==> config.mk <==
export PLATFORM = sky130hd
export DESIGN_NAME = dpot_cmd_slave
export DESIGN_NICKNAME = d
export VERILOG_FILES = /design/src/rtl/dpot_pkg.sv /design/src/rtl/dpot_line_mon.sv /design/src/rtl/dpot_ins_decode.sv /design/src/rtl/dpot_frame_ctrl.sv /design/src/rtl/dpot_cmd_slave.sv
export SDC_FILE = /design/constraint.sdc
export NUM_CORES = 1
export LEC_CHECK = 0
export BUFFER_PORTS_ARGS = -buffer_cell sky130_fd_sc_hd__clkbuf_2
export CAP_MARGIN = 20
export CORE_MARGIN = 5
export CORE_UTILIZATION = 50
export CTS_BUF_LIST = sky130_fd_sc_hd__clkbuf_16
export DETAILED_ROUTE_END_ITERATION = 8
export PLACE_DENSITY_LB_ADDON = 0.15
export SYNTH_ARGS = -nofsm -noshare
export SYNTH_HDL_FRONTEND = slang
export SYNTH_HIERARCHICAL = 1
export SYNTH_SLANG_ARGS = --single-unit
==> constraint.sdc <==
create_clock -name clk -period 2.7 [get_ports clk]
set_input_delay 0.135 -clock clk [delete_from_list [all_inputs] [get_ports clk]]
set_output_delay 0.135 -clock clk [all_outputs]
set_load 0.05 [all_outputs]
==> src/rtl/dpot_pkg.sv <==
package dpot_pkg;

    localparam int BYTE_W = 8;
    localparam int CNT_W  = $clog2(BYTE_W);

    typedef enum logic [2:0] {
        K_WR_WIPER      = 3'd0,
        K_WR_REG        = 3'd1,
        K_REG2WIPER     = 3'd2,
        K_WIPER2REG     = 3'd3,
        K_ALL_REG2WIPER = 3'd4,
        K_ALL_WIPER2REG = 3'd5
    } kind_e;

    typedef enum logic [2:0] {
        C_NONE,
        C_READ,
        C_WRITE,
        C_XFER,
        C_STEP
    } cls_e;

    typedef struct packed {
        cls_e  cls;
        kind_e kind;
        logic  from_wiper;
    } ins_t;

    typedef struct packed {
        logic start;
        logic stop;
        logic rise;
        logic fall;
        logic sda;
    } bus_ev_t;

    typedef enum logic [3:0] {
        ST_IDLE,
        ST_ID,
        ST_ID_ACK,
        ST_INS,
        ST_INS_ACK,
        ST_WDAT,
        ST_WDAT_ACK,
        ST_RDAT,
        ST_STEP,
        ST_HOLD
    } st_e;

    function automatic ins_t decode_op(input logic [3:0] op);
        ins_t r;
        r.cls        = C_NONE;
        r.kind       = K_WR_WIPER;
        r.from_wiper = 1'b0;
        case (op)
            4'b1001: begin r.cls = C_READ;  r.from_wiper = 1'b1; end
            4'b1011: begin r.cls = C_READ;  r.from_wiper = 1'b0; end
            4'b1010: begin r.cls = C_WRITE; r.kind = K_WR_WIPER; end
            4'b1100: begin r.cls = C_WRITE; r.kind = K_WR_REG; end
            4'b1101: begin r.cls = C_XFER;  r.kind = K_REG2WIPER; end
            4'b1110: begin r.cls = C_XFER;  r.kind = K_WIPER2REG; end
            4'b0001: begin r.cls = C_XFER;  r.kind = K_ALL_REG2WIPER; end
            4'b1000: begin r.cls = C_XFER;  r.kind = K_ALL_WIPER2REG; end
            4'b0010: begin r.cls = C_STEP; end
            default: r.cls = C_NONE;
        endcase
        return r;
    endfunction

endpackage

==> src/rtl/dpot_line_mon.sv <==
module dpot_line_mon
    import dpot_pkg::*;
(
    input  logic    clk,
    input  logic    rst,
    input  logic    scl_i,
    input  logic    sda_i,
    output bus_ev_t ev_o,
    output logic    scl_q_o
);

    logic scl_q;
    logic sda_q;

    always_ff @(posedge clk) begin
        if (rst) begin
            scl_q <= 1'b1;
            sda_q <= 1'b1;
        end else begin
            scl_q <= scl_i;
            sda_q <= sda_i;
        end
    end

    always_comb begin
        ev_o.start = scl_q & scl_i & sda_q & ~sda_i;
        ev_o.stop  = scl_q & scl_i & ~sda_q & sda_i;
        ev_o.rise  = ~scl_q & scl_i;
        ev_o.fall  = scl_q & ~scl_i;
        ev_o.sda   = sda_i;
    end

    assign scl_q_o = scl_q;

endmodule

==> src/rtl/dpot_ins_decode.sv <==
module dpot_ins_decode
    import dpot_pkg::*;
(
    input  logic [3:0] op_i,
    output ins_t       ins_o
);

    assign ins_o = decode_op(op_i);

endmodule

==> src/rtl/dpot_frame_ctrl.sv <==
module dpot_frame_ctrl
    import dpot_pkg::*;
#(
    parameter int ADDR_W = 4,
    parameter logic [BYTE_W-ADDR_W-1:0] DEV_TYPE = 4'b0101
) (
    input  logic              clk,
    input  logic              rst,
    input  bus_ev_t           ev_i,
    input  logic              scl_q_i,
    input  logic [ADDR_W-1:0] dev_addr_i,
    input  logic              nv_busy_i,
    input  logic [BYTE_W-1:0] rd_data_i,
    input  ins_t              dec_i,
    output logic [3:0]        op_nib_o,
    output logic              sda_drv_n_o,
    output logic [1:0]        sel_reg_o,
    output logic              sel_pot_o,
    output logic              sel_src_o,
    output logic              cmd_valid_o,
    output kind_e             cmd_kind_o,
    output logic [BYTE_W-1:0] cmd_data_o,
    output logic              step_o,
    output logic              step_up_o
);

    localparam logic [CNT_W-1:0] LAST = CNT_W'(BYTE_W - 1);

    st_e               st;
    logic [CNT_W-1:0]  bit_cnt;
    logic [BYTE_W-1:0] shreg;
    logic [BYTE_W-1:0] nxt;
    logic [BYTE_W-1:0] data_q;
    logic              drv_n;
    logic              ack_on;
    logic              frame_ok;
    logic              step_arm;
    logic              step_dir;
    logic              id_hit;
    ins_t              ins_q;
    logic [1:0]        reg_q;
    logic              pot_q;

    assign nxt      = {shreg[BYTE_W-2:0], ev_i.sda};
    assign op_nib_o = nxt[BYTE_W-1 -: 4];
    assign id_hit   = (nxt[BYTE_W-1:ADDR_W] == DEV_TYPE) &&
                      (nxt[ADDR_W-1:0] == dev_addr_i) && !nv_busy_i;

    always_ff @(posedge clk) begin
        if (rst) begin
            st          <= ST_IDLE;
            bit_cnt     <= '0;
            shreg       <= '0;
            data_q      <= '0;
            drv_n       <= 1'b1;
            ack_on      <= 1'b0;
            frame_ok    <= 1'b0;
            step_arm    <= 1'b0;
            step_dir    <= 1'b0;
            ins_q       <= '0;
            reg_q       <= '0;
            pot_q       <= 1'b0;
            cmd_valid_o <= 1'b0;
            step_o      <= 1'b0;
            step_up_o   <= 1'b0;
        end else begin
            cmd_valid_o <= 1'b0;
            step_o      <= 1'b0;
            if (ev_i.start) begin
                st       <= ST_ID;
                bit_cnt  <= '0;
                drv_n    <= 1'b1;
                ack_on   <= 1'b0;
                frame_ok <= 1'b0;
                step_arm <= 1'b0;
            end else if (ev_i.stop) begin
                st       <= ST_IDLE;
                drv_n    <= 1'b1;
                ack_on   <= 1'b0;
                step_arm <= 1'b0;
                frame_ok <= 1'b0;
                if (frame_ok) cmd_valid_o <= 1'b1;
            end else begin
                case (st)
                    ST_ID, ST_INS, ST_WDAT: begin
                        if (ev_i.rise) begin
                            shreg   <= nxt;
                            bit_cnt <= bit_cnt + 1'b1;
                            if (bit_cnt == LAST) begin
                                case (st)
                                    ST_ID:   st <= id_hit ? ST_ID_ACK : ST_IDLE;
                                    ST_INS: begin
                                        st    <= ST_INS_ACK;
                                        ins_q <= dec_i;
                                        reg_q <= nxt[3:2];
                                        pot_q <= nxt[0];
                                    end
                                    default: begin
                                        st     <= ST_WDAT_ACK;
                                        data_q <= nxt;
                                    end
                                endcase
                            end
                        end
                    end
                    ST_ID_ACK, ST_INS_ACK, ST_WDAT_ACK: begin
                        if (ev_i.fall) begin
                            if (!ack_on) begin
                                drv_n  <= 1'b0;
                                ack_on <= 1'b1;
                            end else begin
                                drv_n   <= 1'b1;
                                ack_on  <= 1'b0;
                                bit_cnt <= '0;
                                case (st)
                                    ST_ID_ACK: st <= ST_INS;
                                    ST_INS_ACK: begin
                                        case (ins_q.cls)
                                            C_READ: begin
                                                shreg <= rd_data_i;
                                                drv_n <= rd_data_i[BYTE_W-1];
                                                st    <= ST_RDAT;
                                            end
                                            C_WRITE: st <= ST_WDAT;
                                            C_STEP:  st <= ST_STEP;
                                            C_XFER: begin
                                                frame_ok <= 1'b1;
                                                st       <= ST_HOLD;
                                            end
                                            default: st <= ST_HOLD;
                                        endcase
                                    end
                                    default: begin
                                        frame_ok <= 1'b1;
                                        st       <= ST_HOLD;
                                    end
                                endcase
                            end
                        end
                    end
                    ST_RDAT: begin
                        if (ev_i.rise) begin
                            bit_cnt <= bit_cnt + 1'b1;
                        end else if (ev_i.fall) begin
                            if (bit_cnt == '0) begin
                                drv_n <= 1'b1;
                                st    <= ST_HOLD;
                            end else begin
                                drv_n <= shreg[LAST - bit_cnt];
                            end
                        end
                    end
                    ST_STEP: begin
                        if (ev_i.rise) begin
                            step_dir <= ev_i.sda;
                            step_arm <= 1'b1;
                        end else if (ev_i.fall && step_arm) begin
                            step_o    <= 1'b1;
                            step_up_o <= step_dir;
                            step_arm  <= 1'b0;
                        end
                    end
                    default: ;
                endcase
            end
        end
    end

    assign sda_drv_n_o = drv_n;
    assign sel_reg_o   = reg_q;
    assign sel_pot_o   = pot_q;
    assign sel_src_o   = ins_q.from_wiper;
    assign cmd_kind_o  = ins_q.kind;
    assign cmd_data_o  = data_q;

    AST_RELEASE_AFTER_START: assert property (@(posedge clk) disable iff (rst)
        ev_i.start |=> sda_drv_n_o);

    AST_IDLE_OFF_BUS: assert property (@(posedge clk) disable iff (rst)
        (st == ST_IDLE) |-> sda_drv_n_o);

    AST_BUSY_NO_ACK: assert property (@(posedge clk) disable iff (rst)
        (st == ST_ID && ev_i.rise && !ev_i.start && bit_cnt == LAST && nv_busy_i)
        |=> (st == ST_IDLE));

    AST_CMD_AFTER_STOP: assert property (@(posedge clk) disable iff (rst)
        cmd_valid_o |-> $past(ev_i.stop));

    AST_STEP_ON_LOW: assert property (@(posedge clk) disable iff (rst)
        step_o |-> !scl_q_i);

    AST_DRIVE_SCL_LOW: assert property (@(posedge clk) disable iff (rst)
        (!$stable(sda_drv_n_o) && !$past(ev_i.start) && !$past(ev_i.stop))
        |-> !scl_q_i);

endmodule

==> src/rtl/dpot_cmd_slave.sv <==
module dpot_cmd_slave
    import dpot_pkg::*;
#(
    parameter int ADDR_W = 4,
    parameter logic [BYTE_W-ADDR_W-1:0] DEV_TYPE = 4'b0101
) (
    input  logic              clk,
    input  logic              rst,
    input  logic              scl_i,
    input  logic              sda_i,
    input  logic [ADDR_W-1:0] dev_addr_i,
    input  logic              nv_busy_i,
    input  logic [BYTE_W-1:0] rd_data_i,
    output logic              sda_drv_n_o,
    output logic [1:0]        sel_reg_o,
    output logic              sel_pot_o,
    output logic              sel_src_o,
    output logic              cmd_valid_o,
    output logic [2:0]        cmd_kind_o,
    output logic [BYTE_W-1:0] cmd_data_o,
    output logic              step_o,
    output logic              step_up_o
);

    bus_ev_t    ev;
    logic       scl_q;
    logic [3:0] op_nib;
    ins_t       dec;
    kind_e      kind;

    dpot_line_mon u_line (
        .clk     (clk),
        .rst     (rst),
        .scl_i   (scl_i),
        .sda_i   (sda_i),
        .ev_o    (ev),
        .scl_q_o (scl_q)
    );

    dpot_ins_decode u_dec (
        .op_i  (op_nib),
        .ins_o (dec)
    );

    dpot_frame_ctrl #(
        .ADDR_W   (ADDR_W),
        .DEV_TYPE (DEV_TYPE)
    ) u_frame (
        .clk         (clk),
        .rst         (rst),
        .ev_i        (ev),
        .scl_q_i     (scl_q),
        .dev_addr_i  (dev_addr_i),
        .nv_busy_i   (nv_busy_i),
        .rd_data_i   (rd_data_i),
        .dec_i       (dec),
        .op_nib_o    (op_nib),
        .sda_drv_n_o (sda_drv_n_o),
        .sel_reg_o   (sel_reg_o),
        .sel_pot_o   (sel_pot_o),
        .sel_src_o   (sel_src_o),
        .cmd_valid_o (cmd_valid_o),
        .cmd_kind_o  (kind),
        .cmd_data_o  (cmd_data_o),
        .step_o      (step_o),
        .step_up_o   (step_up_o)
    );

    assign cmd_kind_o = kind;

endmodule

==> metrics, run 1 <==
run status=completed; top cells by count, synth=43 x dfxtp_1, 42 x nor2_1, 20 x mux2i_1, 16 x nand2_1, 14 x nand3_1; drt first pass iters=4; Synth async-reset ratio=0%; layout cells sized above 1=23.51%; initial antenna violation count=0; vias in the first global route=2073; design area=around 0.0027 mm²; Total Wirelength=5.676 mm; syn nets=~300; Worst R2R Setup Slack=roughly 0.6 ns; Layout Skew=~0.0086 ns; Max Slew Vio Count=0; Die H=~79 µm; nets=approximately 320; largest net degree at the start of global routing=21; Worst setup EP type=flop; GRT overflow=0; Hold Vio Cnt, Final=0; I/O Buffers=35; clock latency on the worst-skew pair=slightly below 0.3 ns; Leak=~1.1 nW; postcts setup bufs=0; maximum vdd drop=between 0.0002 and 0.0003 V; routed vias=around 2100; WHS Endpoint=u_line/scl_q_o; drt drc=0; maximum root-to-sink buffer count=2; Finish-stage setup viols=0; Hold Startpoint=scl_i; GPL Wtd Cong=0.8508; launch point of the worst reg-to-reg path=u_frame/st[0]; #FFs+latches synth=43; area delta synth->final=13.14%; Initial DRC Count=around 200; core area=between 0.004 and 0.005 mm²; critical path type=reg2reg; Crit Path Max Fanout=17; critical path arrival=2.28 ns; die width=roughly 79 µm; type of origin of the critical path=flop; DR WL/cell=approximately 16 µm; Seq/Total Area, Yosys=a little over a third; Post-Syn Instances=roughly 280; setup ws final=between 0.6 and 0.7 ns; syn avg cell area=about 9 µm²; Tcrit/Tclk final=between 70 and 80%; yosys warns=6; post-synthesis cell type count=59; Power, Total=0.001446 W; initial core utilization=approximately 51%; Root Driver=clkbuf_16; Hold Crit Class=in2reg; PwrDens=around 530 mW/mm²; Area after DPL=approximately 0.0026 mm²; Fillers=between 400 and 500; WHS=between 0.08 and 0.09 ns; Yosys top cell area share=a little over a third; Worst-path clk slew=~0.070 ns; RSZ-0062 raised after global routing=no; Achievable Freq=476.5 MHz; Synth Flop Type=dfxtp_1; Mapped Area=between 0.002 and 0.0025 mm²; most frequent cell after synthesis=dfxtp_1; CP Data Required Time=approximately 2.9 ns; DPL Wire Length=between 4 and 5 mm; number of flops mapped to enable cells by yosys=0; TritonCTS clock tree=built; standard-cell rows=25; Ports=36; r2r worst-path depth=5; Area contributors post-synth=dfxtp_1 36%, mux2i_1 8.3%, nor2_1 6.5%; Post-Route Setup TNS=0 ns; CTS sink count=43; worst r2r dst=u_frame/cmd_data_o[6]; Tmin final=around 2.1 ns; Slew headroom=between 50% and 60%; worst hold stages=2; Final ANT Viol Nets=0; hold_buf cts=0; die area=around 0.0063 mm²; drt via density=roughly 5.8; Max Cap Violations=0; CTS Buf Count=5; actual slew at the worst max-slew pin=between 0.6 and 0.7 ns; post-synth top area cell=dfxtp_1; total global-route track usage=19.10%; CTS H-tree depth=2; antenna diode count=0; PostCTS Resize Cnt=0; global-route wire length before repair=roughly 9.5 mm; DP Worst Slack=about 0.64 ns
-- critical path, stage by stage (launching register included) --
cell and delay (ns):
dfxtp_1 0.74, nand2b_1 0.29, nor3_1 0.23, nand3_1 0.40
mux2i_1 0.28, nor2_1 0.05
-- layout by cell type (no fill, tap or decap), types with 2 or more instances in the layout --
| cell | synthesis | routed |
|---|---|---|
| dfxtp_1 | 43 | 43 |
| nor2_1 | 42 | 42 |
| clkbuf_2 | 0 | 35 |
| mux2i_1 | 20 | 20 |
| nand2_1 | 16 | 16 |
| nand3_1 | 14 | 14 |
| buf_4 | 8 | 9 |
| a21oi_1 | 9 | 9 |
| inv_1 | 7 | 7 |
| nor3_1 | 7 | 7 |
| nor2b_1 | 6 | 6 |
| a311oi_1 | 6 | 6 |
| clkbuf_16 | 0 | 5 |
| xor2_1 | 5 | 5 |
| xnor2_1 | 4 | 4 |
| o21ai_1 | 4 | 4 |
| or2_1 | 4 | 4 |
| o21ai_0 | 4 | 4 |
| nor4_1 | 4 | 3 |
| nor3b_1 | 3 | 3 |
| a31oi_1 | 3 | 3 |
| a22oi_1 | 3 | 3 |
| ha_1 | 3 | 3 |
| clkinv_4 | 0 | 2 |
| nand3b_1 | 2 | 2 |
| nand2b_1 | 2 | 2 |
| nand4_1 | 2 | 2 |
| a2111oi_0 | 2 | 2 |
| nor4b_4 | 2 | 2 |
| a311oi_2 | 2 | 2 |
| nor4b_2 | 2 | 2 |
| and4b_1 | 2 | 2 |
-- final cells by class --
cell class	instances	area (µm²)	area share [%]
multi-input combinational	198	1369	50.21
sequential	43	860.8	31.57
tap	54	67.56	2.478
clock buffer	5	125.1	4.589
timing repair buffer	44	242.7	8.903
inverter	9	36.28	1.331
clock inverter	3	25.02	0.9179
-- registers in the layout (all words and copies together), names as in the netlist --
name	cells
u_frame/ack_on	1
u_frame/bit_cnt	3
u_frame/cmd_data_o	8
u_frame/cmd_kind_o	3
u_frame/cmd_valid_o	1
u_frame/frame_ok	1
u_frame/ins_q	3
u_frame/sda_drv_n_o	1
u_frame/sel_pot_o	1
u_frame/sel_reg_o	2
u_frame/sel_src_o	1
u_frame/shreg	8
u_frame/st	4
u_frame/step_arm	1
u_frame/step_dir	1
u_frame/step_o	1
u_frame/step_up_o	1
u_line/scl_q_o	1
u_line/sda_q	1
-- kinds of logic after synthesis --
group	synth area share, %
AO/OA/AOI/OAI	15.21
XOR/XNOR	3.271
adder cells (fa/ha/maj)	2.025
buffers and inverters	7.736
flip-flops	35.72
multiplexers	9.242
AND/OR/NAND/NOR	26.79
-- power breakdown --
group / switching, W / internal [W] / total (W) / leakage, nW
clock network: 0.000259 / 0.000346 / 0.000605 / 0.0700
logic: 0.0000925 / 0.0000686 / 0.000161 / 0.642
registers: 0.0000317 / 0.000648 / 0.000680 / 0.348
-- metal layers --
metal | up-vias | routed length [µm] | GRT usage [%]
met5 | - | 0 | 0
met2 | 49 | 2690 | 31.55
li1 | 1031 | - | -
met4 | 0 | 70 | 7.045
met3 | 9 | 259 | 4.063
met1 | 968 | 2656 | 24.37
-- metrics by stage --
step | std cells | util [%]
global route | 356 | 58.11
global placement | 348 | 54.91
finish | 356 | 58.11
floorplan | 275 | -
detailed placement | 348 | 54.91
CTS | 356 | 58.11
-- worst max-delay path by stage --
| stage | start | end | cells after the start |
|---|---|---|---|
| finish | u_frame/st[0] | u_frame/cmd_data_o[6] | 5 |
| global route | u_frame/st[0] | u_frame/cmd_data_o[7] | 5 |
| CTS | u_frame/st[0] | u_frame/cmd_data_o[3] | 5 |
| detailed placement | u_frame/st[0] | u_frame/cmd_data_o[6] | 5 |
| global placement | u_frame/st[0] | u_frame/cmd_data_o[0] | 5 |
| floorplan | u_line/scl_q_o | u_frame/shreg[6] | 7 |
(Power assumes the default switching activity.)
==> inputs of run 2 (changes only) <==
- clock period: 2.7 -> 2.15 ns (I/O delays scaled with it)
==> run 2 against run 1 <==
Net effect: first-iteration DRC count is 21% lower; sequential cell count stayed put; die area stayed put; clock power is 42% higher; maximum frequency is 7.2% higher; sequential share of layout area is 1.3 points lower; non-clock buffer count is 13 higher; via count is 2.7% higher; count of clock-buffer cells in the layout stayed put; clock skew is 0.0043 ns lower; cell count is 3.7% higher; final area is 4.2% higher.
==> metrics, run 2 (same netlist as run 1, synthesis figures left out) <==
PwrDens=about 680 mW/mm²; CTS sink count=43; Finish-stage setup viols=0; area delta synth->final=17.91%; Finished Core Util=between 60% and 70%; layout cells sized above 1=about a quarter; die width=slightly below 80 µm; Initial DRC Count=157; maximum vdd drop=a little over 0.0005 V; drt first pass iters=4; total global-route track usage=20.42%; Layout Skew=approximately 0.0043 ns; critical path arrival=around 2.2 ns; global-route wire length before repair=a little over 10 mm; GPL Wtd Cong=0.9553; nets=around 330; clock network fraction of total power=44.6%; Max Cap Violations=0; switching share of power=about 25%; standard-cell rows=25; Worst-path clk slew=~0.060 ns; CP Data Required Time=between 2 and 2.5 ns; TritonCTS clock tree=built; Achievable Freq=510.7 MHz; die area=between 0.006 and 0.007 mm²; Hold Crit Class=in2reg; Psw=around 0.00048 W; clock latency on the worst-skew pair=around 0.28 ns; commonest non-fill, non-tap cells in the layout=43 x dfxtp_1, 42 x nor2_1, 35 x clkbuf_2; Area after DPL=~0.0027 mm²; I/O Buffers=35; Reg power frac=a little over two fifths; PostCTS Resize Cnt=0; Tcrit/Tclk final=91.08%; DR WL/cell=16.25 µm; routed vias=~2100; Final ANT Viol Nets=0; Total Wirelength=5.995 mm; Crit Path Max Fanout=16; RSZ-0062 raised after global routing=no; initial antenna violation count=0; type of origin of the critical path=flop; vias in the first global route=around 2000; maximum root-to-sink buffer count=2; CTS H-tree depth=2; Ports=36; commonest non-fill, non-tap cell in the layout=dfxtp_1; run status=completed; Logic pwr share=a little under an eighth; hold_buf cts=0; Slew headroom=a little under two thirds; drt drc=0; Post-Route Setup TNS=0 ns; design area=roughly 0.0028 mm²; Tmin final=1.958 ns; drt via density=5.726; DPL Wire Length=approximately 4.4 mm; Die H=about 79 µm; Hold Vio Cnt, Final=0; Root Driver=clkbuf_16; largest net degree at the start of global routing=26; antenna diode count=0; core area=0.004692 mm²; Leak=roughly 1.1 nW; postcts setup bufs=0; internal power=between 0.001 and 0.0015 W; Max Slew Vio Count=0; critical path type=reg2reg; CTS Buf Count=5; actual slew at the worst max-slew pin=roughly 0.55 ns; Worst setup EP type=flop; initial core utilization=between 50% and 60%; GRT overflow=0; Fillers=about 400
## run 2: cell types whose count changed in the layout (fill, tap and decap cells not counted)
cell	previous run	this run
inv_6	0	1
buf_4	9	22
bufinv_16	0	1
clkinv_1	0	1
clkinvlp_4	1	0
clkinv_4	2	0
## run 2: final cells by class
type                       count  area, µm²  share of cell area, %
multi-input combinational    198       1369                  48.17
timing repair buffer          57      340.3                  11.98
sequential                    43      860.8                  30.29
inverter                       9      36.28                  1.277
tap                           54      67.56                  2.378
clock inverter                 3      42.54                  1.497
clock buffer                   5      125.1                  4.403
## run 2: metal layers
layer	up-vias	track usage, %	wire, µm
li1	1063	-	-
met1	979	28.51	2784
met2	69	32.64	2760
met3	2	4.063	426
met4	0	4.124	24
met5	-	0	0
## run 2: critical path, stage by stage (launching register included)
cell	delay (ns)
dfxtp_1	0.40
or2_1	0.35
a221oi_2	0.31
nor4b_4	0.25
buf_4	0.25
nor2_1	0.06
a311oi_1	0.25
## run 2: power by group through the flow
| stage | Sequential (W) | Clock (W) | Combinational [W] |
|---|---|---|---|
| 3_5_place_dp | 0.000862 | 0 | 0.000225 |
| 2_1_floorplan | 0.000847 | 0 | 0.000176 |
| 5_1_grt | 0.000847 | 0.000915 | 0.000248 |
| 4_1_cts | 0.000844 | 0.000876 | 0.000226 |
| 3_3_place_gp | 0.000861 | 0 | 0.000222 |
| 6_report | 0.000845 | 0.000862 | 0.000228 |
## run 2: final timing paths
| check | to | cells after the start | slack (ns) | startpoint |
|---|---|---|---|---|
| worst max register to register | u_frame/shreg[4] | 6 | 0.19 | u_frame/st[1] |
| worst min-delay path | u_line/scl_q_o | 2 | 0.06 | scl_i |
| worst max-delay path | u_frame/shreg[4] | 6 | 0.19 | u_frame/st[1] |
| worst min register to register | u_frame/step_dir | 2 | 0.46 | u_frame/step_dir |
## run 2: stage by stage
stage | cells | worst slack [ns] | hold slack [ns] | total power (W)
final | 369 | 0.1918 | 0.05751 | 0.001935
after global routing | 369 | 0.01792 | 0.07956 | 0.002011
after global placement | 361 | 0.2256 | 0.3357 | 0.001084
after floorplan | 275 | 0.2604 | 0.2046 | 0.001023
after CTS | 369 | 0.1885 | 0.05561 | 0.001946
after detailed placement | 361 | 0.2037 | 0.3549 | 0.001087
